File: src/rtl/elu_pkg.sv
package elu_pkg;
  localparam int WBYTES = 4;
  localparam int WBITS  = 8 * WBYTES;

  typedef enum logic [1:0] {
    SZ_BYTE = 2'b00,
    SZ_HALF = 2'b01,
    SZ_WORD = 2'b10,
    SZ_WRD2 = 2'b11
  } size_e;

  typedef enum logic [1:0] {
    ST_IDLE,
    ST_ONE,
    ST_FETCH2,
    ST_MERGE
  } phase_e;

  function automatic logic [2:0] span_of(logic [1:0] sz);
    case (sz)
      2'b00:   return 3'd1;
      2'b01:   return 3'd2;
      default: return 3'd4;
    endcase
  endfunction
endpackage

File: src/rtl/elu_addr.sv
module elu_addr #(
  parameter int AW = 16
) (
  input  logic [AW-1:0] addr,
  input  logic [1:0]    size,
  output logic [AW-1:0] word_addr,
  output logic [AW-1:0] next_word_addr,
  output logic [1:0]    offset,
  output logic          crosses
);
  import elu_pkg::*;

  logic [3:0] end_pos;

  always_comb begin
    offset         = addr[1:0];
    word_addr      = {addr[AW-1:2], 2'b00};
    next_word_addr = {addr[AW-1:2] + 1'b1, 2'b00};
    end_pos        = {2'b00, addr[1:0]} + {1'b0, span_of(size)};
    crosses        = end_pos > 4'd4;
  end
endmodule

File: src/rtl/elu_ctrl.sv
module elu_ctrl (
  input  logic            clk,
  input  logic            rst_n,
  input  logic            req_valid,
  input  logic            crosses,
  output logic            req_ready,
  output logic            accept,
  output elu_pkg::phase_e phase
);
  import elu_pkg::*;

  phase_e phase_q, phase_d;

  always_comb begin
    req_ready = (phase_q != ST_FETCH2);
    accept    = req_valid & req_ready;
    phase_d   = phase_q;
    case (phase_q)
      ST_FETCH2: phase_d = ST_MERGE;
      default: begin
        if (accept) phase_d = crosses ? ST_FETCH2 : ST_ONE;
        else        phase_d = ST_IDLE;
      end
    endcase
  end

  always_ff @(posedge clk or negedge rst_n) begin
    if (!rst_n) phase_q <= ST_IDLE;
    else        phase_q <= phase_d;
  end

  assign phase = phase_q;
endmodule

File: src/rtl/elu_merge.sv
module elu_merge (
  input  logic [31:0] lo_word,
  input  logic [31:0] hi_word,
  input  logic        use_pair,
  input  logic [1:0]  offset,
  input  logic [1:0]  size,
  input  logic        big,
  output logic [31:0] value
);
  import elu_pkg::*;

  localparam int WIN = 2 * WBYTES;

  logic [7:0] window [WIN];
  logic [2:0] n;

  assign n = span_of(size);

  always_comb begin
    for (int k = 0; k < WBYTES; k++) begin
      window[k]          = use_pair ? lo_word[8*k +: 8] : hi_word[8*k +: 8];
      window[k + WBYTES] = use_pair ? hi_word[8*k +: 8] : 8'h00;
    end
  end

  for (genvar i = 0; i < WBYTES; i++) begin : g_lane
    logic [2:0] pick;
    always_comb begin
      if (big) pick = {1'b0, offset} + (n - 3'd1 - 3'(i));
      else     pick = {1'b0, offset} + 3'(i);
      value[8*i +: 8] = (3'(i) < n) ? window[pick] : 8'h00;
    end
  end
endmodule

File: src/rtl/endian_load_unit.sv
module endian_load_unit #(
  parameter int AW = 16
) (
  input  logic          clk,
  input  logic          rst_n,
  input  logic          req_valid,
  input  logic [AW-1:0] req_addr,
  input  logic [1:0]    req_size,
  input  logic          req_big,
  output logic          req_ready,
  output logic          rsp_valid,
  output logic [31:0]   rsp_data,
  output logic          mem_rd_en,
  output logic [AW-1:0] mem_addr,
  input  logic [31:0]   mem_rdata
);
  import elu_pkg::*;

  logic [AW-1:0] word_addr, next_word_addr;
  logic [1:0]    offset;
  logic          crosses, accept;
  phase_e        phase;

  logic [AW-1:0] nxt_q;
  logic [1:0]    off_q, sz_q;
  logic          big_q;
  logic [31:0]   lo_q;
  logic          hold_en, lo_en;

  elu_addr #(.AW(AW)) u_addr (
    .addr           (req_addr),
    .size           (req_size),
    .word_addr      (word_addr),
    .next_word_addr (next_word_addr),
    .offset         (offset),
    .crosses        (crosses)
  );

  elu_ctrl u_ctrl (
    .clk       (clk),
    .rst_n     (rst_n),
    .req_valid (req_valid),
    .crosses   (crosses),
    .req_ready (req_ready),
    .accept    (accept),
    .phase     (phase)
  );

  assign hold_en = accept;
  assign lo_en   = (phase == ST_FETCH2);

  always_ff @(posedge clk or negedge rst_n) begin
    if (!rst_n) begin
      nxt_q <= '0;
      off_q <= '0;
      sz_q  <= '0;
      big_q <= 1'b0;
    end else if (hold_en) begin
      nxt_q <= next_word_addr;
      off_q <= offset;
      sz_q  <= req_size;
      big_q <= req_big;
    end
  end

  always_ff @(posedge clk or negedge rst_n) begin
    if (!rst_n)     lo_q <= '0;
    else if (lo_en) lo_q <= mem_rdata;
  end

  assign mem_rd_en = accept | lo_en;
  assign mem_addr  = lo_en ? nxt_q : word_addr;
  assign rsp_valid = (phase == ST_ONE) | (phase == ST_MERGE);

  elu_merge u_merge (
    .lo_word  (lo_q),
    .hi_word  (mem_rdata),
    .use_pair (phase == ST_MERGE),
    .offset   (off_q),
    .size     (sz_q),
    .big      (big_q),
    .value    (rsp_data)
  );
endmodule

File: config.mk
export PLATFORM = sky130hd
export DESIGN_NAME = endian_load_unit
export DESIGN_NICKNAME = d
export VERILOG_FILES = /design/src/rtl/elu_pkg.sv /design/src/rtl/elu_addr.sv /design/src/rtl/elu_ctrl.sv /design/src/rtl/elu_merge.sv /design/src/rtl/endian_load_unit.sv
export SDC_FILE = /design/constraint.sdc
export NUM_CORES = 1
export LEC_CHECK = 0
export ABC_CLOCK_PERIOD_IN_PS = 5300
export CAP_MARGIN = 5
export CORE_MARGIN = 4
export CORE_UTILIZATION = 50
export DETAILED_ROUTE_END_ITERATION = 16
export DONT_BUFFER_PORTS = 1
export PLACE_DENSITY = 0.75
export SYNTH_ARGS = -nofsm -noshare
export SYNTH_HDL_FRONTEND = slang
export SYNTH_SLANG_ARGS = --single-unit
File: constraint.sdc
create_clock -name clk -period 5.3 [get_ports clk]
set_input_delay 0 -clock clk [delete_from_list [all_inputs] [get_ports clk]]
set_output_delay 0 -clock clk [all_outputs]
set_load 0.1 [all_outputs]
; After elaboration in Yosys (flattened, before gate mapping)
; Cells that the tools add are included.
[op_classes]
n_bitwise = 7
reduce_logical = 2
n_eq_ne = 6
muxes = 34
magnitude_cmp = 9
addsub = 13
[op_table]
columns = operator, count
row1 = 8-bit two-way mux, 20
row2 = 8-bit binary-select mux with 3-bit select, 4
row3 = 4-bit >= comparator (second input constant), 4
row4 = 16-bit two-way mux, 1
row5 = 3-bit NOT with 4-bit output, 4
row6 = 14-bit by 1-bit adder with 14-bit output (second input constant), 1
row7 = 2-bit by 3-bit adder with 3-bit output, 4
row8 = 3-bit two-way mux, 4
row9 = 3-bit one-hot mux with 2 select lines, 2
row10 = 2-bit by 2-bit adder with 3-bit output (second input constant), 2
row11 = 2-bit by 1-bit == test with 1-bit output (second input constant), 3
row12 = 1-bit by 3-bit less-than comparator with 1-bit output (first input constant), 2
row13 = 2-bit by 3-bit less-than comparator with 1-bit output (first input constant), 2
row14 = 2-bit two-way mux, 3
row15 = 3-bit by 1-bit subtractor with 3-bit output (second input constant), 2
row16 = 3-bit by 2-bit subtractor with 3-bit output (second input constant), 2
row17 = 2-bit by 3-bit adder with 4-bit output, 1
row18 = 2-bit == test (second input constant), 2
row19 = 4-bit by 3-bit greater-than comparator with 1-bit output (second input constant), 1
row20 = 2-bit zero test, 2
row21 = 2-bit by 1-bit adder with 3-bit output (second input constant), 1
row22 = 2-bit inequality test (second input constant), 1
row23 = 1-bit OR, 2
row24 = 1-bit bitwise AND, 1
[word_totals]
regBits = 53
word_cells = 77
in_bits = 54
out_inout_bits = 51

; Depth between registers and ports, before layout
; Gate-level depths: netlist of run 1.
[logic_depth]
word_depth = 11
ltp_mapped = 9
ltp_nobuf = 8

; Cells and area by module
; From an unflattened synthesis of run 1, not the netlist that was laid out.
[unflattened]
cells_unflattened = 586
hier_area_um2 = 5410.2
[by_module_without_submodules]
columns = module, n_inst, seq_area_each_um2, area_per_inst_um2, cells_each
row1 = elu_merge, 1, 0.0, 2582.5, 378
row2 = endian_load_unit, 1, 1326.3, 2214.6, 133
row3 = elu_addr, 1, 0.0, 524.3, 67
row4 = elu_ctrl, 1, 50.0, 88.8, 8

; Worst setup path after synthesis of run 1
; Ideal clock, no wire load.
[synth_timing]
kind = reg2out
start = register sz_q[0]
end = output port rsp_data[24]
slack_ns = 1.168
path_stages_with_launch = 7
path_buffers = 0
t_arrival_ns = 4.132
path_cell_list = dfrtp_1 -> or3_1 -> inv_1 -> fa_1 -> mux2i_2 -> mux2i_1 -> o21ai_0
[synth_between]
elab_chain_len = 11
[synth_rtl]
columns = item, line_no
row1 = start: declaration, endian_load_unit.sv:25  ; logic [1:0] off_q, sz_q;
row2 = start signal: assignment, endian_load_unit.sv:61  ; sz_q <= req_size;
row3 = 2-bit by 1-bit == test with 1-bit output or 2-bit zero test (tied branches), elu_pkg.sv:20  ; case (sz)
row4 = 3-bit one-hot mux with 2 select lines (*), elu_pkg.sv:20
row5 = 3-bit by 1-bit subtractor with 3-bit output, elu_merge.sv:29  ; if (big) pick = {1'b0, offset} + (n - 3'd1 - 3'(i));
row6 = 3-bit by 2-bit subtractor with 3-bit output, elu_merge.sv:29
row7 = 2-bit by 3-bit adder with 3-bit output, elu_merge.sv:29
row8 = 3-bit two-way mux, elu_merge.sv:29
row9 = 3-bit NOT with 4-bit output (implied by the code), elu_merge.sv:31  ; value[8*i +: 8] = (3'(i) < n) ? window[pick] : 8'h00;
row10 = 8-bit binary-select mux with 3-bit select, elu_merge.sv:31
row11 = 8-bit two-way mux (implied by the code) (2 in series), elu_merge.sv:31
row12 = 8-bit two-way mux (*), elu_merge.sv:31
row13 = end: declaration, endian_load_unit.sv:12  ; output logic [31:0] rsp_data,
; Every way passes the cells marked *; elsewhere a longest branch is shown, timed or not. The select of a mux whose other input is x is not followed.

; Final worst setup path of run 1
[layout_timing]
start = register sz_q[0]
end = output port rsp_data[17]
; The elaborated chain is that of the path after synthesis.

==> results, run 1 <==
- The run finished with clean final reports.
- The number of max-slew violations in the final report is 0.
- Across the run, the number of max-cap violations was 0.
- The largest total area in the synthesized netlist belongs to sky130_fd_sc_hd__dfrtp_1.
- For this run, the number of Yosys warnings is 0.
- After clock tree synthesis, the setup repair step added 0 buffers.
- The total track usage is roughly a quarter.
- At the worst endpoint, the required time is roughly 5.3 ns.
- Together, buffers and inverters on the worst path number 2.
- The final RePlAce weighted congestion is a little over 0.8.
- In this run the biggest area consumer among cell types represents between 20% and 30% of the synthesized area.
- The wire-length estimate of the detail-placed layout is between 9000 and 10000 um.
- Data on the critical path arrives at its endpoint at 4.01 ns.
- The repair_antennas step left the layout with diodes totalling 0.
- Once the clock tree was built, the resizer swapped 0 gates to a different size.
- For the worst-skew pair, the clock arrives at the later sink with an insertion delay of between 0.3 and 0.4 ns.
- Counting flops with an async set or reset pin after synthesis yields a share of 100%.
- The dominant register cell in the synthesized netlist is sky130_fd_sc_hd__dfrtp_1.
- The depth of the CTS H-tree is 2.
- Pin placement for this block handled 105 I/O pins.
- The cell sitting at the root of the clock tree is a sky130_fd_sc_hd__clkbuf_8.
- The number of flops mapped to enable cells by yosys is 0.
- The count of TritonRoute iterations in the first routing pass is 5.
- The gate family responsible for the most delay along the worst path is multiplexers.
- STA classifies the critical path endpoint as an output pin.
- For this run, global-route usage on met2 was measured as between 40% and 50%.
- The maximum clock rate is between 200 and 250 MHz.
- For this configuration, the core starts out at a cell density of 52.0%.
- The measured slew at the worst slew-check pin is 1.25 ns.
- The final number of hold-violating endpoints was 0.
- Walking the worst path, the cells encountered are or2_2 > ha_1 > fa_1 > mux2i_4 > buf_4 > mux4_1 > a222oi_1 > inv_1.
- The library cells used most frequently in the layout, excluding fill and tap cells, are sky130_fd_sc_hd__nand2_1, sky130_fd_sc_hd__dlygate4sd3_1, sky130_fd_sc_hd__dfrtp_1.
- The share of post-route cells with drive strength above 1 is about a fifth.
- The number of global-route vias before repair is around 4500.
- The startpoint class of the critical path is a register.
- The initialized floorplan defines 35 standard-cell rows.
- On the worst path, the slowest cell contributes a delay of about 0.60 ns.
- Subtracting the final worst setup slack from the clock period gives ~4 ns.
- The port buffer count is 0.
- After synthesis, the cell types taking the most area are sky130_fd_sc_hd__dfrtp_1, sky130_fd_sc_hd__mux4_2, sky130_fd_sc_hd__nand2_1.
- Sequential elements use ~27% of the synthesized area.
- Setup repair after global routing left no endpoint under its margin.
- After technology mapping, the gate count stands at just over 500.
- The buffer levels on the longest clock path is 2.
- The detail-routed net length per standard cell is about 20 um.
- Dividing the detail-routed via count by the number of cells gives ~6.4.
- The final setup skew is 0.0108 ns.
- The final global-route overflow total is 0.
- After detailed routing, the number of remaining DRC violations is 0.
- Headroom to the max-slew limit came out at between 10% and 20%.
- Clock tree synthesis inserted a total of 5 buffers.
- TritonCTS built the clock tree.
- The final cycle utilization of the critical path is 75.7%.
- The met3 usage in global routing is around 6.7%.
- The global-route wire length before repair is between 20000 and 25000 um.
- In this run the worst path has a maximum fanout of 13.
- The met1 track utilization from global routing is 33.2%.
- The type of the worst setup path is register to output pin.
- The number of nets in the layout is between 600 and 700.
- The count of endpoints failing setup in the final report is 0.
- The die outline area is 11400 um^2.
- The library cell used most frequently in the layout, excluding fill and tap cells, is sky130_fd_sc_hd__nand2_1.
- The setup TNS is 0 ns.
- The layout overhead on the synthesized area is 18.0%.
- The synthesized area is around 4900 um^2.
- The detailed router placed between 4000 and 5000 vias in this run.
- The core occupancy in the finished layout is between 60% and 70%.
- The maximum number of pins on one net before global-route repair is 54.
- The clock input transition at the sequential cells of the worst setup and hold paths is about 0.090 ns.
- From bottom edge to top edge, the die measures ~110 um.
- In this run the most used layer during global routing was met2.
- The clock net in this run drives a total of 53 sinks.
- The initial antenna violation count came to 0.
- The synthesized design contains 53 register bits.
- Yosys mapped the design onto 46 distinct sky130hd cell types.
- The violation count after the first detailed-route iteration is 520.
- Each instance of the synthesized netlist takes up on average between 9 and 10 um^2.
- The overall die width is around 110 um.
- The remaining antenna violation count after routing is 0.
- The placeable core area is approximately 9400 um^2.
- The classification of the worst-slack hold path is input pin to register.
- Summed over all layers, the routed wires come to roughly 14000 um.
- The final design instance area without fill is about 5800 um^2.
- The slowest stage of the critical path is the sky130_fd_sc_hd__mux4_1 cell.
- In this run the cell area measured after placement is 5020 um^2.
-- state kept, by name, summed over array words and instances, names as in the netlist --
| signal | cells |
|---|---|
| big_q | 1 |
| lo_q | 32 |
| nxt_q | 14 |
| off_q | 2 |
| sz_q | 2 |
| u_ctrl.phase | 2 |
-- worst min-delay path: stages --
cell                      delay (ns)
sky130_fd_sc_hd__nand3_1        0.07
sky130_fd_sc_hd__xor2_1         0.06
sky130_fd_sc_hd__o21ai_0        0.15
-- timing repair --
action                                  4_1_cts  5_1_grt
endpoints found under the hold margin       106        0
endpoints found under the setup margin        0        0
hold buffers                                 60        0
-- through the flow --
stage / setup WS [ns] / std cells / hold slack (ns)
after floorplan: 1.17 / 515 / -0.296
after global placement: 1.74 / 622 / -0.294
after detailed placement: 1.61 / 622 / -0.294
after CTS: 1.26 / 690 / 0.00438
after global routing: 1.06 / 690 / 0.0288
final: 1.29 / 690 / 0.00732
-- routing by layer --
metal | wire length (um) | share of wire (%)
met5 | 0 | 0
met1 | 5330 | 38
met2 | 7130 | 50
met4 | 346 | 2.4
met3 | 1330 | 9.4
-- final timing paths --
| path | from | endpoint | slack [ns] | cells after the start |
|---|---|---|---|---|
| worst max-delay path | sz_q[0] | rsp_data[17] | 1.29 | 8 |
| worst min-delay path | req_addr[5] | nxt_q[6] | 0.007 | 3 |
| worst max register to register | u_ctrl.phase[0] | nxt_q[4] | 2.62 | 6 |
| worst min register to register | nxt_q[8] | nxt_q[8] | 0.49 | 2 |
| max in group asynchronous | rst_n | lo_q[29] | 4.86 | 2 |
| min in group asynchronous | rst_n | lo_q[21] | 0.21 | 2 |
-- cell type report --
cell class / count / area [um^2]
Clock buffer: 7 / 86.3
Fill cell: 774 / 3620
Tap cell: 129 / 161
Clock inverter: 1 / 30.0
Inverter: 17 / 63.8
Timing Repair Buffer: 70 / 693
Sequential cell: 53 / 1330
Multi-Input combinational cell: 413 / 3390
-- cell usage after synthesis, drive strengths merged, types with 3 or more instances --
library cell  count
o21ai            26
nor2              6
a21oi            26
clkbuf           16
buf              16
or3               3
mux2i            19
xor2             11
fa                3
a21o              3
o22ai             9
nand3             6
a22oi            17
nand4             4
inv              17
ha               10
and4              3
mux4             48
a222oi            7
nand2           171
mux2             17
dfrtp            53
-- kinds of logic (layout without fill, tap and decap cells) --
logic type / after synthesis / in the layout / synth area share (%)
XOR/XNOR: 13 / 13 / 2.34
multiplexers: 84 / 84 / 31.0
adder cells (fa/ha/maj): 13 / 13 / 3.80
buffers and inverters: 49 / 95 / 5.52
AO/OA/AOI/OAI: 97 / 97 / 12.9
flip-flops: 53 / 53 / 27.2
AND/OR/NAND/NOR: 204 / 204 / 17.2
other: 1 / 2 / 0.0769
Power of run 1 is left out: the tool's default activity adds up to more than one toggle a clock period on the data nets, which glitch-free logic cannot reach.
==> run 2, diff against run 1 <==
- ABC_CLOCK_PERIOD_IN_PS: 5300 -> 3550
- PLACE_DENSITY: 0.75 -> 0.78
- clock period: 5.3 -> 3.55 ns (I/O delays scaled with it)
==> run 2 against run 1 <==
Against the previous run: core utilization increased by 6.0 points; cell area increased by 9.8%; setup slack got worse by 1.2 ns; first-iteration DRC count decreased by 8.1%; register-to-register slack got worse by 1.6 ns; critical path depth increased by 1; global-route usage increased by 2.2 points; routed wire length increased by 9.6%; worst hold slack improved by 0.0056 ns; die area unchanged; via count increased by 10%; sequential cell count unchanged.
==> results, run 2 (synthesis gave the netlist of run 1 again) <==
- The clock root buffer is sky130_fd_sc_hd__clkbuf_8.
- The startpoint class of the critical path is a register.
- The routed layout has about 4800 vias.
- Wires add up to about 15000 um.
- STA classifies the critical path endpoint as an output pin.
- The measured slew at the worst slew-check pin is about 0.75 ns.
- In this run the register-to-register setup slack is roughly 1 ns.
- The number of max-slew violations in the final report is 0.
- After clock tree synthesis, the clock-pin slew on the worst setup and hold paths is ~0.10 ns.
- The tool flagged a number of max-cap violations equal to 0.
- The clock latency at the later pin of the worst-skew pair is between 0.3 and 0.4 ns.
- The final cycle utilization of the critical path is 97.7%.
- The final period demand of the worst path is about 3.5 ns.
- The remaining max-slew budget at the tightest pin is between 40 and 50%.
- The remaining design rule violation count is 0.
- Setup violations remaining at the end of the flow were counted as 0.
- The setup TNS is 0 ns.
- The longest clock path from root to sink contains 2 buffers.
- The endpoint of the most critical register-to-register path is nxt_q[15].
- The number of cells in the finished layout apart from fillers is 741.
- The share of post-route cells with drive strength above 1 is 27.1%.
- The number of filler cells placed in the layout is just under 700.
- The area growth from synthesis to layout is 29.6%.
- 0 antenna diodes ended up in the layout.
- The register with the most flip-flops is lo_q.
- Summing all flip-flop and latch instances after layout gives ~1300 um^2.
- The final global-route overflow total is 0.
- The worst register-to-register path begins at u_ctrl.phase[0].
- In the global route stage, met3 resource usage came out at 5.72%.
- The tree built by TritonCTS fans out to 53 sinks.
- The number of buffers added by the clock tree synthesis step is 5.
- In the final routed layout, each cell accounts on average for approximately 21 um.
- After floorplanning, the core was sized to cover between 9000 and 10000 um^2.
- The final number of hold-violating endpoints is 0.
- Row generation in the floorplan step produced 35 rows.
- The overall die height is approximately 110 um.
- The maximum number of pins on one net before global-route repair is 65.
- Detailed placement finished with a half-perimeter wire length of 9680 um.
- The core occupancy in the finished layout is 67.4%.
- The global routing's busiest layer is met2.
- Summing all placed instances gives a cell area of roughly 5600 um^2.
- The global-route wire length before repair is around 25000 um.
- The required time of the worst setup path is 3.55 ns.
- The multi-input combinational cells in the finished layout cover a total of 3390 um^2.
- Measured along the x axis, the die boundary spans around 110 um.
- The starting utilization of the core area is 52.0%.
- The congestion estimate from routability-driven global placement came to roughly 0.86.
- The number of global-route vias before repair is approximately 5000.
- The detail route stage leaves a number of antenna-violating nets equal to 0.
- For this run, the total global-route usage over all layers was measured as between 20% and 30%.
- The first TritonRoute pass finished after 6 iterations.
- The number of placed instances with taps included is between 600 and 700.
- The port buffer count is 0.
- The count of cells along the worst hold path is 3.
- Setup repair after global routing could not meet its margin everywhere.
- The largest registers in the layout are lo_q x32, nxt_q x14.
- The worst min-delay path startpoint is req_addr[7].
- The via count normalized by instance count is 6.53.
- The most common library cell in the layout ignoring fill and taps is sky130_fd_sc_hd__nand2_1.
- The met1 track utilization from global routing is 34.5%.
- The met2 routing resource usage after global routing is a little under half.
- The flow ran to the end, and the final reports show no timing, DRC or antenna violations.
- The number of ports placed on the die boundary is between 100 and 150.
- The worst register-to-register path has a depth of 7.
- Data on the critical path arrives at its endpoint at 3.47 ns.
- TritonCTS built the clock tree.
- The worst-case hold path end point is nxt_q[9].
- Static timing analysis puts the maximum clock frequency at between 200 and 300 MHz.
- The classification of the worst-slack hold path is input pin to register.
- The final design instance area without fill is between 6000 and 7000 um^2.
- After the last flow step, the layout net total stands at 678.
- The die covers 11400 um^2.
- The type of the worst setup path is register to output pin.
- The number of flip-flops in the largest register is 32.
- The detailed router finished its first iteration with roughly 480 violations.
- The depth of the CTS H-tree is 2.
- In the layout the commonest cells are sky130_fd_sc_hd__nand2_1, sky130_fd_sc_hd__dlygate4sd3_1, sky130_fd_sc_hd__dfrtp_1.
- The initial antenna violation count came to 0.
- Along the worst path, the maximum fanout reaches 13.
- The final setup skew is 0.00463 ns.
run 2: changes by cell type in the layout (fill, tap and decap cells not counted), sizes merged:
cell / previous run / this run
buf: 11 / 62
clkinv: 0 / 2
bufinv: 1 / 0
clkbuf: 7 / 6
run 2: per-stage QoR:
step	hold slack, ns	setup WS (ns)
2_1_floorplan	-0.296	0.000689
3_3_place_gp	-0.294	0.464
3_5_place_dp	-0.294	0.344
4_1_cts	0.00161	0.0450
5_1_grt	0.0236	-0.0198
6_report	0.0130	0.0832
run 2: worst max path at each step:
stage	cells past startpoint	slack, ns	startpoint	endpoint
2_1_floorplan	7	0.0007	sz_q[0]	rsp_data[10]
5_1_grt	9	-0.02	sz_q[0]	rsp_data[17]
3_5_place_dp	9	0.34	sz_q[1]	rsp_data[18]
4_1_cts	9	0.04	sz_q[1]	rsp_data[18]
3_3_place_gp	9	0.46	sz_q[1]	rsp_data[18]
6_report	9	0.08	sz_q[1]	rsp_data[21]
run 2: worst max-delay path, cell delays in order, from the launching register on:
cell and delay [ns]:
sky130_fd_sc_hd__dfrtp_1 0.46, sky130_fd_sc_hd__or2_2 0.31, sky130_fd_sc_hd__ha_1 0.22, sky130_fd_sc_hd__fa_2 0.48, sky130_fd_sc_hd__mux2i_4 0.23, sky130_fd_sc_hd__buf_12 0.20, sky130_fd_sc_hd__mux4_2 0.50, sky130_fd_sc_hd__a222oi_1 0.42
sky130_fd_sc_hd__inv_1 0.14, sky130_fd_sc_hd__buf_12 0.19
run 2: timing repair:
action / CTS / global route
hold buffers: 60 / 0
resized for setup: 1 / 3
pin swaps: 0 / 1
endpoints found under the hold margin: 106 / 0
setup endpoints to repair: 1 / 7
setup buffers: 0 / 0
cloned: 0 / 0
run 2: layout make-up:
cell class              count  share of cell area (%)
clock buffers               6                    1.31
inverters                  17                    1.01
flip-flops and latches     53                    21.0
repair buffers            121                    20.2
multi-input cells         413                    53.7
clock inverters             2                   0.218
well taps                 129                    2.55
run 2: metal layers:
metal  vias to the layer above  share of wire [%]
met5                         -                  0
met4                         0                3.8
met3                        66                 10
met2                       330                 50
met1                      2364                 36
li1                       2077                  -
Power of run 2 is left out for the same reason.
==> run 3, diff against run 2 <==
- CTS_CLUSTER_DIAMETER: not set -> 30
- SYNTH_HIERARCHICAL: not set -> 1
==> run 3 against run 2 <==
Against the previous run: register-to-register slack improved by 0.60 ns; worst hold slack about the same; first-iteration DRC count increased by 18%; cell area increased by 8.9%; via count increased by 2.4%; clock-buffer cell count decreased by 1; final cell count increased by 4.0%; sequential share of layout area decreased by 0.99 points; critical path type unchanged; highest routed layer unchanged.
==> results, run 3 <==
- The path with the worst hold slack has its endpoint at nxt_q[8].
- The final number of hold-violating endpoints was 0.
- Setup repair after global routing left no endpoint under its margin.
- The worst hold path was traced through 3 stages.
- The worst setup path is launched from a register.
- The clock passes through at most 2 buffers.
- The maximum clock rate is just over 300 MHz.
- The library cells used most frequently in the layout, excluding fill and tap cells, are sky130_fd_sc_hd__mux2_2, sky130_fd_sc_hd__nand2_1, sky130_fd_sc_hd__mux2i_1.
- The maximum number of pins on one net before global-route repair is between 50 and 60.
- The required time of the worst setup path is around 3.6 ns.
- The register with the most flip-flops in the final layout is lo_q.
- The worst register-to-register path begins at u_ctrl/phase[0].
- The starting utilization of the core area is ~52%.
- Setup violations remaining at the end of the flow were counted as 0.
- The violation count after the first detailed-route iteration is between 500 and 600.
- The critical path is of the register to output pin type.
- 105 I/O pins were placed.
- The clock period could shrink to roughly 3.3 ns.
- Summing all multi-input logic gate instances after layout gives about 3900 um^2.
- The clock sink count is 55.
- Clock tree synthesis inserted a total of 5 buffers.
- With fillers left out, the area of the finished cells amounts to between 6000 and 7000 um^2.
- The placeable core area is 10400 um^2.
- Among all flip-flop cells after synthesis, the most frequent one is sky130_fd_sc_hd__dfrtp_1.
- During synthesis, Yosys emitted a total of 6 warnings.
- Dividing the detail-routed wire length by the instance count gives 21.7 um.
- The number of distinct library cell variants in the gate-level netlist after synthesis is between 50 and 60.
- In the routed design, unresolved DRC markers number 0.
- Including well taps, the total number of placed cells is 709.
- The total of flip-flops plus latches after synthesis is 55.
- The instance count of the mapped netlist is approximately 600.
- The flow ran to the end, and the final reports show no timing, DRC or antenna violations.
- 0 antenna diodes ended up in the layout.
- At the pin with the least slew margin, the transition time is roughly 1.2 ns.
- In this run the worst path has a maximum fanout of 15.
- Sorting the synthesized cells by how often they occur yields sky130_fd_sc_hd__mux2_2, sky130_fd_sc_hd__nand2_1, sky130_fd_sc_hd__mux2i_1, sky130_fd_sc_hd__dfrtp_1, sky130_fd_sc_hd__a21oi_1.
- The total overflow left after global routing is 0.
- In this run, synthesis inferred 0 flip-flops with an integrated enable.
- The synthesized area is 5410 um^2.
- After clock tree synthesis, the setup repair step added 0 buffers.
- The count of TritonRoute iterations in the first routing pass is 5.
- The depth of the CTS H-tree is 2.
- The remaining max-slew budget at the tightest pin is 20.8%.
- The number of maximum-capacitance violations is 0.
- After synthesis, the largest area contributor takes up between 20% and 30% of total cell area.
- The number of core rows is 37.
- The clock latency at the later pin of the worst-skew pair is 0.33 ns.
- The fraction of registers with async set or reset after synthesis is 100%.
- In the final layout, the registers with the most flip-flops are lo_q x32, nxt_q x16.
- The TritonCTS clock tree is yes.
- The number of cells in the finished layout apart from fillers is 771.
- The via count normalized by instance count is about 6.4.
- The initial antenna violation count is 0.
- The remaining antenna violation count after routing is 0.
- For the worst flop-to-flop path, the logic depth is 4.
- The most numerous cell in the Yosys netlist is sky130_fd_sc_hd__mux2_2.
- For this run, the total global-route usage over all layers was measured as 26.1%.
- The number of flip-flops in the largest register is 32.
- Summing all flip-flop and latch instances after layout gives 1380 um^2.
- The die is ~110 um wide.
- The half-perimeter wire length of the detailed placement result is approximately 11000 um.
- The floorplan step set the die height to about 110 um.
- The net count of the finished layout is between 700 and 800.
- The mean instance size in the synthesized netlist is about 9 um^2.
- The number of max-slew violations in the final report came to 0.
- The share of post-route cells with drive strength above 1 is about 28%.
- The global-route wire length before repair is 26500 um.
- After filler insertion, the fill cell instance count of the layout stands at approximately 800.
- The most common library cell in the layout ignoring fill and taps is sky130_fd_sc_hd__mux2_2.
- The sequential element share of the synthesized area is around 25%.
- The final RePlAce weighted congestion is around 0.87.
- Relative to the synthesized area, the layout overhead comes to 27.2%.
- The setup TNS is 0 ns.
- The final cycle utilization of the critical path is between 90 and 100%.
- Across all layers, the routed design uses a little under 5000 vias.
- The kind of capture point of the worst setup path is an output pin.
- The endpoint of the most critical register-to-register path is off_q[1].
- In this run the register-to-register setup slack is 1.59 ns.
- After clock tree synthesis, the clock-pin slew on the worst setup and hold paths is 0.11 ns.
- For the final database, setup skew stands at about 0.012 ns.
- The area after detailed placement is 6190 um^2.
- Ranked by total cell area, the synthesized netlist is headed by sky130_fd_sc_hd__dfrtp_1, sky130_fd_sc_hd__mux2_2, sky130_fd_sc_hd__mux2i_1.
- In this run the tool buffered the top-level ports with 0 buffer cells.
- The aggregate routed wire length is ~17000 um.
- The clock root buffer is sky130_fd_sc_hd__clkbuf_8.
- The biggest area consumer among synthesized cells is sky130_fd_sc_hd__dfrtp_1.
- The worst hold path begins at req_addr[8].
- The classification of the worst-slack hold path is input pin to register.
- The die covers about 13000 um^2.
- The number of global-route vias before repair came to between 4000 and 5000.
- For the worst setup path, the data arrival time is 3.27 ns.
==> run 3: changes by cell type in the layout (fill, tap and decap cells not counted), moves of 15 or more <==
cell                       delta
sky130_fd_sc_hd__a21oi_1     +19
sky130_fd_sc_hd__a22oi_1     -15
sky130_fd_sc_hd__buf_12      +17
sky130_fd_sc_hd__buf_4       -35
sky130_fd_sc_hd__mux2_2      +51
sky130_fd_sc_hd__mux2i_1     +41
sky130_fd_sc_hd__mux4_2      -35
sky130_fd_sc_hd__nand2_1    -104
sky130_fd_sc_hd__nand3_1     +24
sky130_fd_sc_hd__o211ai_1    +15
==> run 3: layout make-up <==
| cell class | count | share of cell area (%) |
|---|---|---|
| Clock buffer | 5 | 1.00 |
| Timing Repair Buffer | 97 | 18.8 |
| Multi-Input combinational cell | 456 | 56.0 |
| Tap cell | 136 | 2.47 |
| Inverter | 19 | 1.04 |
| Sequential cell | 55 | 20.0 |
| Clock inverter | 3 | 0.691 |
==> run 3: repair_timing <==
action                                  4_1_cts  5_1_grt
hold endpoints to repair                    106        0
hold buffers                                 54        0
resized for setup                             0        1
endpoints found under the setup margin        0        1
==> run 3: per-stage QoR <==
stage | worst slack (ns) | hold WS, ns | util, %
after floorplan | -0.510 | -0.296 | -
after global placement | 0.747 | -0.292 | 59.5
after detailed placement | 0.646 | -0.292 | 59.5
after CTS | 0.252 | 0.00267 | 65.9
after global routing | 0.112 | 0.0136 | 66.0
final | 0.279 | 0.0127 | 66.0
==> run 3: worst max path at each step <==
stage             from           end  slack, ns
4_1_cts        sz_q[1]   rsp_data[6]       0.25
6_report       sz_q[1]   rsp_data[1]       0.28
5_1_grt        sz_q[1]  rsp_data[13]       0.11
3_3_place_gp   sz_q[1]   rsp_data[7]       0.75
3_5_place_dp   sz_q[1]   rsp_data[2]       0.65
2_1_floorplan  sz_q[0]  rsp_data[10]      -0.51
==> run 3: layer usage <==
metal | wire length [um] | vias to the layer above | GRT usage (%)
met2 | 7960 | 329 | 43.6
met4 | 336 | 0 | 7.05
li1 | - | 2227 | -
met1 | 6700 | 2355 | 34.9
met5 | 0 | - | 0
met3 | 1700 | 43 | 5.07
==> run 3: kinds of logic (layout without fill, tap and decap cells) <==
family          after synthesis  after routing  share of synthesized area, %
xor+xnor                     14             14                          2.27
fa+ha+maj                    13             13                          3.42
mux                         142            142                          30.2
other cells                   1              4                        0.0693
flops                        55             55                          25.4
compound gates              116            116                          14.7
simple gates                167            167                          15.7
buf+inv                      78            124                          8.19
==> run 3: critical path, stage by stage (launching register included) <==
cell and delay, ns:
sky130_fd_sc_hd__dfrtp_1 0.47, sky130_fd_sc_hd__or2_2 0.16, sky130_fd_sc_hd__ha_1 0.21, sky130_fd_sc_hd__fa_1 0.24, sky130_fd_sc_hd__nand2_1 0.15, sky130_fd_sc_hd__nor2_1 0.84
sky130_fd_sc_hd__o21ai_0 0.29, sky130_fd_sc_hd__o21a_1 0.18, sky130_fd_sc_hd__a21oi_2 0.20, sky130_fd_sc_hd__buf_12 0.20
Power of run 3 is left out for the same reason.
